[src/rtl/tage_pkg.sv]
// Shared helpers for the tagged direction predictor.
// Assumes addresses and history fit in 32 bits.
package tage_pkg;
    localparam int FOLD_SRC_W = 32;

    // XOR-folds the low nbits of src onto width bits (bit b goes to b mod width).
    function automatic logic [FOLD_SRC_W-1:0] fold_bits(input logic [FOLD_SRC_W-1:0] src,
                                                        input int nbits,
                                                        input int width);
        logic [FOLD_SRC_W-1:0] acc;
        acc = '0;
        for (int b = 0; b < FOLD_SRC_W; b++) begin
            if (b < nbits) acc[5'(b % width)] = acc[5'(b % width)] ^ src[b];
        end
        return acc;
    endfunction
endpackage

[src/rtl/tage_base.sv]
// Base table of 2-bit saturating counters, read combinationally.
// Assumes only one update per cycle; reset writes weakly-not-taken (1).
module tage_base #(
    parameter int IDX_W = 6
) (
    input  logic             clk,
    input  logic             rst_n,
    input  logic [IDX_W-1:0] lk_idx,
    output logic             lk_taken,
    input  logic [IDX_W-1:0] up_idx,
    input  logic             up_we,
    input  logic             up_taken
);
    localparam int DEPTH = 1 << IDX_W;

    logic [1:0] ctr_q [DEPTH];

    // Purpose: direction is the counter's upper bit.
    assign lk_taken = ctr_q[lk_idx][1];

    // Purpose: reset all counters and step the addressed one toward the outcome.
    always_ff @(posedge clk) begin
        if (!rst_n) begin
            for (int i = 0; i < DEPTH; i++) ctr_q[i] <= 2'd1;
        end else if (up_we) begin
            if (up_taken && ctr_q[up_idx] != 2'd3)
                ctr_q[up_idx] <= ctr_q[up_idx] + 2'd1;
            else if (!up_taken && ctr_q[up_idx] != 2'd0)
                ctr_q[up_idx] <= ctr_q[up_idx] - 2'd1;
        end
    end
endmodule

[src/rtl/tage_tbl.sv]
// One tagged table: occupancy, partial tag, 3-bit signed counter, 2-bit useful.
// Assumes allocation and counter training never target the same update.
module tage_tbl #(
    parameter int IDX_W = 4,
    parameter int TAG_W = 6
) (
    input  logic             clk,
    input  logic             rst_n,
    input  logic [IDX_W-1:0] lk_idx,
    input  logic [TAG_W-1:0] lk_tag,
    output logic             lk_hit,
    output logic             lk_taken,
    input  logic [IDX_W-1:0] up_idx,
    output logic [1:0]       up_useful,
    input  logic             ctr_we,
    input  logic             ctr_taken,
    input  logic             u_inc,
    input  logic             u_dec,
    input  logic             alloc_we,
    input  logic [TAG_W-1:0] alloc_tag,
    input  logic             alloc_taken
);
    localparam int DEPTH = 1 << IDX_W;
    localparam logic [2:0] CTR_MAX = 3'b011;
    localparam logic [2:0] CTR_MIN = 3'b100;

    logic             vld_q [DEPTH];
    logic [TAG_W-1:0] tag_q [DEPTH];
    logic [2:0]       ctr_q [DEPTH];
    logic [1:0]       use_q [DEPTH];

    // Purpose: tag match on an occupied entry; taken when the sign bit is clear.
    assign lk_hit    = vld_q[lk_idx] && (tag_q[lk_idx] == lk_tag);
    assign lk_taken  = ~ctr_q[lk_idx][2];
    assign up_useful = use_q[up_idx];

    // Purpose: clear occupancy on reset, then allocate or train one entry per update.
    always_ff @(posedge clk) begin
        if (!rst_n) begin
            for (int i = 0; i < DEPTH; i++) begin
                vld_q[i] <= 1'b0;
                tag_q[i] <= '0;
                ctr_q[i] <= '0;
                use_q[i] <= '0;
            end
        end else if (alloc_we) begin
            vld_q[up_idx] <= 1'b1;
            tag_q[up_idx] <= alloc_tag;
            ctr_q[up_idx] <= alloc_taken ? 3'b000 : 3'b111;
            use_q[up_idx] <= 2'd0;
        end else begin
            if (ctr_we) begin
                if (ctr_taken && ctr_q[up_idx] != CTR_MAX)
                    ctr_q[up_idx] <= ctr_q[up_idx] + 3'd1;
                else if (!ctr_taken && ctr_q[up_idx] != CTR_MIN)
                    ctr_q[up_idx] <= ctr_q[up_idx] - 3'd1;
            end
            if (u_inc && use_q[up_idx] != 2'd3)
                use_q[up_idx] <= use_q[up_idx] + 2'd1;
            else if (u_dec && use_q[up_idx] != 2'd0)
                use_q[up_idx] <= use_q[up_idx] - 2'd1;
        end
    end
endmodule

[src/rtl/tage_sel.sv]
// Picks the provider (longest hitting table) and the alternate guess.
// Assumes table numbers rise with history length.
module tage_sel #(
    parameter int NUM_T  = 4,
    parameter int PROV_W = 3
) (
    input  logic [NUM_T-1:0]  hit,
    input  logic [NUM_T-1:0]  taken,
    input  logic              base_taken,
    output logic [PROV_W-1:0] provider,
    output logic              pred,
    output logic              alt
);
    // Purpose: scan from the longest history down; first hit provides, second is alternate.
    always_comb begin
        logic got_first;
        logic got_second;
        provider   = '0;
        pred       = base_taken;
        alt        = base_taken;
        got_first  = 1'b0;
        got_second = 1'b0;
        for (int j = NUM_T - 1; j >= 0; j--) begin
            if (hit[j]) begin
                if (!got_first) begin
                    provider  = PROV_W'(j + 1);
                    pred      = taken[j];
                    got_first = 1'b1;
                end else if (!got_second) begin
                    alt        = taken[j];
                    got_second = 1'b1;
                end
            end
        end
    end
endmodule

[src/rtl/tage_pred.sv]
// Top of the tagged geometric-history direction predictor.
// Lookup is combinational from lk_pc and the committed history; the history
// advances only on resolved updates, one update per cycle at most.
module tage_pred #(
    parameter int PC_W       = 16,
    parameter int NUM_T      = 4,
    parameter int BASE_HIST  = 4,
    parameter int BASE_IDX_W = 6,
    parameter int T_IDX_W    = 4,
    parameter int TAG_W      = 6,
    parameter int PROV_W     = $clog2(NUM_T + 1)
) (
    input  logic                     clk,
    input  logic                     rst_n,
    input  logic [PC_W-1:0]          lk_pc,
    output logic                     pred_taken,
    output logic                     pred_alt,
    output logic [PROV_W-1:0]        pred_provider,
    output logic [NUM_T*T_IDX_W-1:0] pred_idx,
    output logic [NUM_T*TAG_W-1:0]   pred_tag,
    input  logic                     upd_valid,
    input  logic [PC_W-1:0]          upd_pc,
    input  logic                     upd_taken,
    input  logic                     upd_pred,
    input  logic                     upd_alt,
    input  logic [PROV_W-1:0]        upd_provider,
    input  logic [NUM_T*T_IDX_W-1:0] upd_idx,
    input  logic [NUM_T*TAG_W-1:0]   upd_tag
);
    import tage_pkg::*;

    localparam int HIST_W = BASE_HIST << (NUM_T - 1);

    logic [HIST_W-1:0]     ghist;
    logic [FOLD_SRC_W-1:0] hist_ext;
    logic [FOLD_SRC_W-1:0] lk_pc_ext;
    logic [FOLD_SRC_W-1:0] up_pc_ext;
    logic [NUM_T-1:0]      t_hit;
    logic [NUM_T-1:0]      t_taken;
    logic [NUM_T-1:0]      cand;
    logic [NUM_T-1:0]      free_slot;
    logic [NUM_T-1:0]      chosen;
    logic [1:0]            t_useful [NUM_T];
    logic                  base_taken;
    logic                  mispred;
    logic                  alt_differs;
    logic                  any_free;

    // Purpose: global outcome history, newest outcome in bit 0.
    always_ff @(posedge clk) begin
        if (!rst_n)         ghist <= '0;
        else if (upd_valid) ghist <= {ghist[HIST_W-2:0], upd_taken};
    end

    // Purpose: widen history and addresses to the folding width.
    always_comb begin
        hist_ext  = '0;
        lk_pc_ext = '0;
        up_pc_ext = '0;
        hist_ext[HIST_W-1:0] = ghist;
        lk_pc_ext[PC_W-1:0]  = lk_pc;
        up_pc_ext[PC_W-1:0]  = upd_pc;
    end

    tage_base #(.IDX_W(BASE_IDX_W)) u_base (
        .clk      (clk),
        .rst_n    (rst_n),
        .lk_idx   (BASE_IDX_W'(fold_bits(lk_pc_ext, PC_W, BASE_IDX_W))),
        .lk_taken (base_taken),
        .up_idx   (BASE_IDX_W'(fold_bits(up_pc_ext, PC_W, BASE_IDX_W))),
        .up_we    (upd_valid && (upd_provider == '0)),
        .up_taken (upd_taken)
    );

    // Purpose: common update conditions.
    assign mispred     = upd_pred != upd_taken;
    assign alt_differs = upd_pred != upd_alt;

    // Purpose: tables at or above the provider number are allocation candidates.
    always_comb begin
        for (int t = 0; t < NUM_T; t++) begin
            cand[t]      = upd_valid && mispred && (PROV_W'(t) >= upd_provider);
            free_slot[t] = cand[t] && (t_useful[t] == 2'd0);
        end
    end

    // Purpose: the lowest-numbered free candidate receives the new entry.
    always_comb begin
        logic seen;
        seen   = 1'b0;
        chosen = '0;
        for (int t = 0; t < NUM_T; t++) begin
            if (free_slot[t] && !seen) begin
                chosen[t] = 1'b1;
                seen      = 1'b1;
            end
        end
    end
    assign any_free = |free_slot;

    for (genvar t = 0; t < NUM_T; t++) begin : g_tbl
        localparam int LEN = BASE_HIST << t;
        logic is_prov;

        // Purpose: per-table lookup hash of address and its history slice.
        assign pred_idx[t*T_IDX_W +: T_IDX_W] =
            T_IDX_W'(fold_bits(lk_pc_ext, PC_W, T_IDX_W) ^ fold_bits(hist_ext, LEN, T_IDX_W));
        assign pred_tag[t*TAG_W +: TAG_W] =
            TAG_W'(fold_bits(lk_pc_ext, PC_W, TAG_W) ^ fold_bits(hist_ext, LEN, TAG_W));
        assign is_prov = upd_valid && (upd_provider == PROV_W'(t + 1));

        tage_tbl #(.IDX_W(T_IDX_W), .TAG_W(TAG_W)) u_tbl (
            .clk         (clk),
            .rst_n       (rst_n),
            .lk_idx      (pred_idx[t*T_IDX_W +: T_IDX_W]),
            .lk_tag      (pred_tag[t*TAG_W +: TAG_W]),
            .lk_hit      (t_hit[t]),
            .lk_taken    (t_taken[t]),
            .up_idx      (upd_idx[t*T_IDX_W +: T_IDX_W]),
            .up_useful   (t_useful[t]),
            .ctr_we      (is_prov),
            .ctr_taken   (upd_taken),
            .u_inc       (is_prov && alt_differs && !mispred),
            .u_dec       ((is_prov && alt_differs && mispred) || (cand[t] && !any_free)),
            .alloc_we    (chosen[t]),
            .alloc_tag   (upd_tag[t*TAG_W +: TAG_W]),
            .alloc_taken (upd_taken)
        );
    end

    tage_sel #(.NUM_T(NUM_T), .PROV_W(PROV_W)) u_sel (
        .hit        (t_hit),
        .taken      (t_taken),
        .base_taken (base_taken),
        .provider   (pred_provider),
        .pred       (pred_taken),
        .alt        (pred_alt)
    );
endmodule

[config.mk]
export PLATFORM = sky130hd
export DESIGN_NAME = tage_pred
export DESIGN_NICKNAME = d
export VERILOG_FILES = /design/src/rtl/tage_pkg.sv /design/src/rtl/tage_base.sv /design/src/rtl/tage_tbl.sv /design/src/rtl/tage_sel.sv /design/src/rtl/tage_pred.sv
export SDC_FILE = /design/constraint.sdc
export NUM_CORES = 2
export LEC_CHECK = 0
export ABC_AREA = 1
export CORE_MARGIN = 8
export CORE_UTILIZATION = 40
export CTS_BUF_LIST = sky130_fd_sc_hd__clkbuf_4 sky130_fd_sc_hd__clkbuf_8
export CTS_CLUSTER_DIAMETER = 200
export DETAILED_ROUTE_END_ITERATION = 12
export HOLD_SLACK_MARGIN = 0.1
export PLACE_DENSITY_LB_ADDON = 0.1
export SYNTH_ARGS = -nofsm -noshare
export SYNTH_HDL_FRONTEND = slang
export SYNTH_SLANG_ARGS = --single-unit
[constraint.sdc]
create_clock -name clk -period 14 [get_ports clk]
set_input_delay 4.2 -clock clk [delete_from_list [all_inputs] [get_ports clk]]
set_output_delay 4.2 -clock clk [all_outputs]
set_load 0.01 [all_outputs]
==> flow_summary.ini <==
[sta]
finalSetupTns_ns = 0
max_slew.worst_pin.slew_ns = 1.068
fin_hold_ws_ns = 0.4510
skew_ns = 0.03360
rsz0062_at_grt = false
finalCritPeriodShare_pct = 96.69
post-route-min-period_ns = 13.54
worst_slack_ns = 0.4639
finalMaxSlewViolations = 0
fmax_mhz = 73.88
finalSetupViolCount = 0
maxSlewHeadroom_pct = 28.71
hold_viol = 0

[floorplan]
initial_utilization_pct = 40.35
pin_count = 126
die_area_mm2 = 0.1266
coreArea_mm2 = 0.1145
die_h_um = 355.9
rows = 124
die_w_um = 355.9

[synthesis]
synthCells = 5175
synthArstFlopShare_pct = 0
synth_flop_cell = edfxtp_1
ys_warn_count = 0
synth.distinct_cells = 53
synth_seq_cells = 928
syn_area_mm2 = 0.04620
synth_nets = 5280
synth_edf_count = 832
syn_area_per_cell_um2 = 8.928
ys_seq_area_share_pct = 58.24

[global_routing]
grt_pass1_wl_mm = 223.7
grt_usage_pct = 22.70
antenna_found_initial = 3
overflow = 0
grt_max_degree = 85
grt_pass1_vias = 36379

[worst_setup_path]
reg2reg_from = g_tbl[0].u_tbl.use_q[12][0]
cp_slowest_cell = clkdlybuf4s50_1
cp_top_family = simple AND/OR/NAND/NOR gates
reg2reg_slack_ns = 10.09
endpoint_kind = primary output
cp.buffers_inverters = 3
crit_top_cell = nand2_1
cpPeakStageDelay_ns = 0.72
path_cells = clkdlybuf4s50_1 -> xnor2_1 -> xnor2_2 -> nand3_1 -> nand2_2 -> nand2_1 -> nand2_1 -> buf_4 -> nand3_1 -> nand3_1 -> nand2_1 -> nand2_1 -> nand2_1 -> nor2_1 -> nand3_2 -> nand2_1 -> nand2_1 -> nand3_1 -> nand2_1 -> nor2_1 -> clkdlybuf4s50_1
crit_cells = 21
required_ns = 9.80
crit_start = lk_pc[6]
r2r-end = g_tbl[2].u_tbl.use_q[2][0]
ff2ff_path_depth = 17
cp-endpoint = pred_alt
startpoint_type = input pin
cp_max_fo = 14
critPathKind = input pin to primary output
crit_arrival_ns = 9.34

[detailed_routing]
drt_iter0_drc = 3465
ant_nets = 0
wl_per_cell_um = 21.35
drc = 0
dr.pass1.iters = 5
via_count = 37595
avgViaCountPerCell = 5.454
drt-total-wl_mm = 147.2

[cts]
cts_resized = 0
path_clk_slew_ns = 0.05
clock_path_buffers = 3
cts_tree = built
cts_setup_buffers = 0
cts_sinks = 928
cts_max_level = 4
cts-root-buf = clkbuf_8
clk_latency_ns = 0.84
cts_hold_buf = 0
cts_inserted_buffers = 168

[place]
dp_hpwl_mm = 98.56
portBuffers = 125
dpl_cell_area_mm2 = 0.04869
post-place-cells = 6590
place_ws_ns = 0.6270
place.gp.congestion = 0.8573

[pwr]
power_density_mw_per_mm2 = 143.0
p_int_mw = 5.068
p_switching_mw = 2.389
max-vdd-ir-drop_v = 0.00009366
seqPwrFrac_pct = 42.0
p_comb_share_pct = 22.0
p_total_mw = 7.456
clockPowerShare_pct = 35.9
swShare_pct = 32.04
p_leak_nw = 20.48

[layout]
finish.utilization_pct = 45.55
regArea_mm2 = 0.02691
multi_input_area_mm2 = 0.01707
layout-drive-gt1-share_pct = 8.104
final_nets = 5353
layout_common_cells = nand2_1, nor2_1, edfxtp_1, nand3_1, inv_1
instances_no_fill = 6893
final_common_cell = nand2_1
areaGrowthSynthToFinish_pct = 12.89
final_area_mm2 = 0.05216
fill_cells = 11200

[run]
maxCapViolCount = 0

[worst_hold_path]
hold_path.class = register to register

[run_status]
outcome = complete, no violations
-- cells in the mapped netlist (3+ instances only) --
library cell,count,area share [%]
a21oi_1,44,0.48
a221oi_1,11,0.21
a22oi_1,100,1.6
a31oi_1,4,0.054
buf_1,15,0.12
buf_2,55,0.60
buf_4,14,0.23
buf_6,10,0.24
clkbuf_1,196,1.6
clkinv_1,6,0.049
dfxtp_1,96,4.2
edfxtp_1,832,54
ha_1,24,0.65
inv_1,242,2.0
inv_2,22,0.18
nand2_1,1371,11
nand2_2,16,0.22
nand3_1,618,6.7
nand3_2,11,0.24
nand3b_1,4,0.065
nand4_1,98,1.3
nor2_1,943,7.7
nor3_1,44,0.48
o211ai_1,20,0.32
o21ai_0,159,1.7
o21ai_1,17,0.18
o221ai_1,14,0.27
o22ai_1,52,0.70
o2bb2ai_1,3,0.057
or2_1,3,0.041
or2_2,8,0.11
xnor2_1,41,0.78
xnor2_2,5,0.18
xor2_1,47,0.89
xor2_2,6,0.21
-- power groups by stage --
stage	Clock (mW)	Combinational, mW	Sequential, mW
after global placement	0	1.64	3.19
final	2.68	1.64	3.14
after detailed placement	0	1.64	3.19
after global routing	2.84	1.80	3.14
after floorplan	0	1.05	3.17
after CTS	2.72	1.65	3.13
-- cell type report --
cell class                 instances  area share (%)
sequential                       928           51.59
multi-input combinational       3686           32.72
clock buffer                     245           5.769
tap                             1512           3.627
timing repair buffer             193           3.459
inverter                         271           1.955
clock inverter                    57          0.8780
antenna                            1        0.004798
-- flip-flops by register name (all words and copies together) (netlist names) --
name / count
g_tbl.u_tbl.ctr_q: 192
u_base.ctr_q: 128
ghist: 32
g_tbl.u_tbl.vld_q: 64
g_tbl.u_tbl.use_q: 128
g_tbl.u_tbl.tag_q: 384
-- worst min path at each step --
| stage | slack (ns) | end | from | depth (start not counted) |
|---|---|---|---|---|
| final | 0.45 | g_tbl[3].u_tbl.vld_q[8] | g_tbl[3].u_tbl.vld_q[8] | 2 |
| after global routing | 0.46 | g_tbl[1].u_tbl.vld_q[4] | g_tbl[1].u_tbl.vld_q[4] | 2 |
| after floorplan | 0.42 | g_tbl[1].u_tbl.vld_q[1] | g_tbl[1].u_tbl.vld_q[1] | 2 |
| after CTS | 0.45 | g_tbl[2].u_tbl.vld_q[9] | g_tbl[2].u_tbl.vld_q[9] | 2 |
| after detailed placement | 0.44 | g_tbl[3].u_tbl.vld_q[2] | g_tbl[3].u_tbl.vld_q[2] | 2 |
| after global placement | 0.44 | g_tbl[2].u_tbl.vld_q[13] | g_tbl[2].u_tbl.vld_q[13] | 2 |
-- kinds of logic after synthesis --
logic type / synth area share (%)
buffers and inverters: 4.988
adder cells (fa/ha/maj): 0.6500
AND/OR/NAND/NOR: 28.15
AO/OA/AOI/OAI: 5.896
multiplexers: 0.02167
flip-flops: 58.24
XOR/XNOR: 2.055
-- routing by layer --
layer	wire (um)	vias up	GRT usage [%]
met4	4074	4	7.233
met1	65990	18326	31.31
met2	67890	1238	36.47
li1	-	17791	-
met3	9179	236	3.910
met5	27	-	0
-- worst min-delay path, cell delays in order, from the launching register on --
cell,delay [ns]
dfxtp_1,0.30
nand2_1,0.06
nand2_1,0.05
Note: power is estimated with default switching activity, not from simulation.
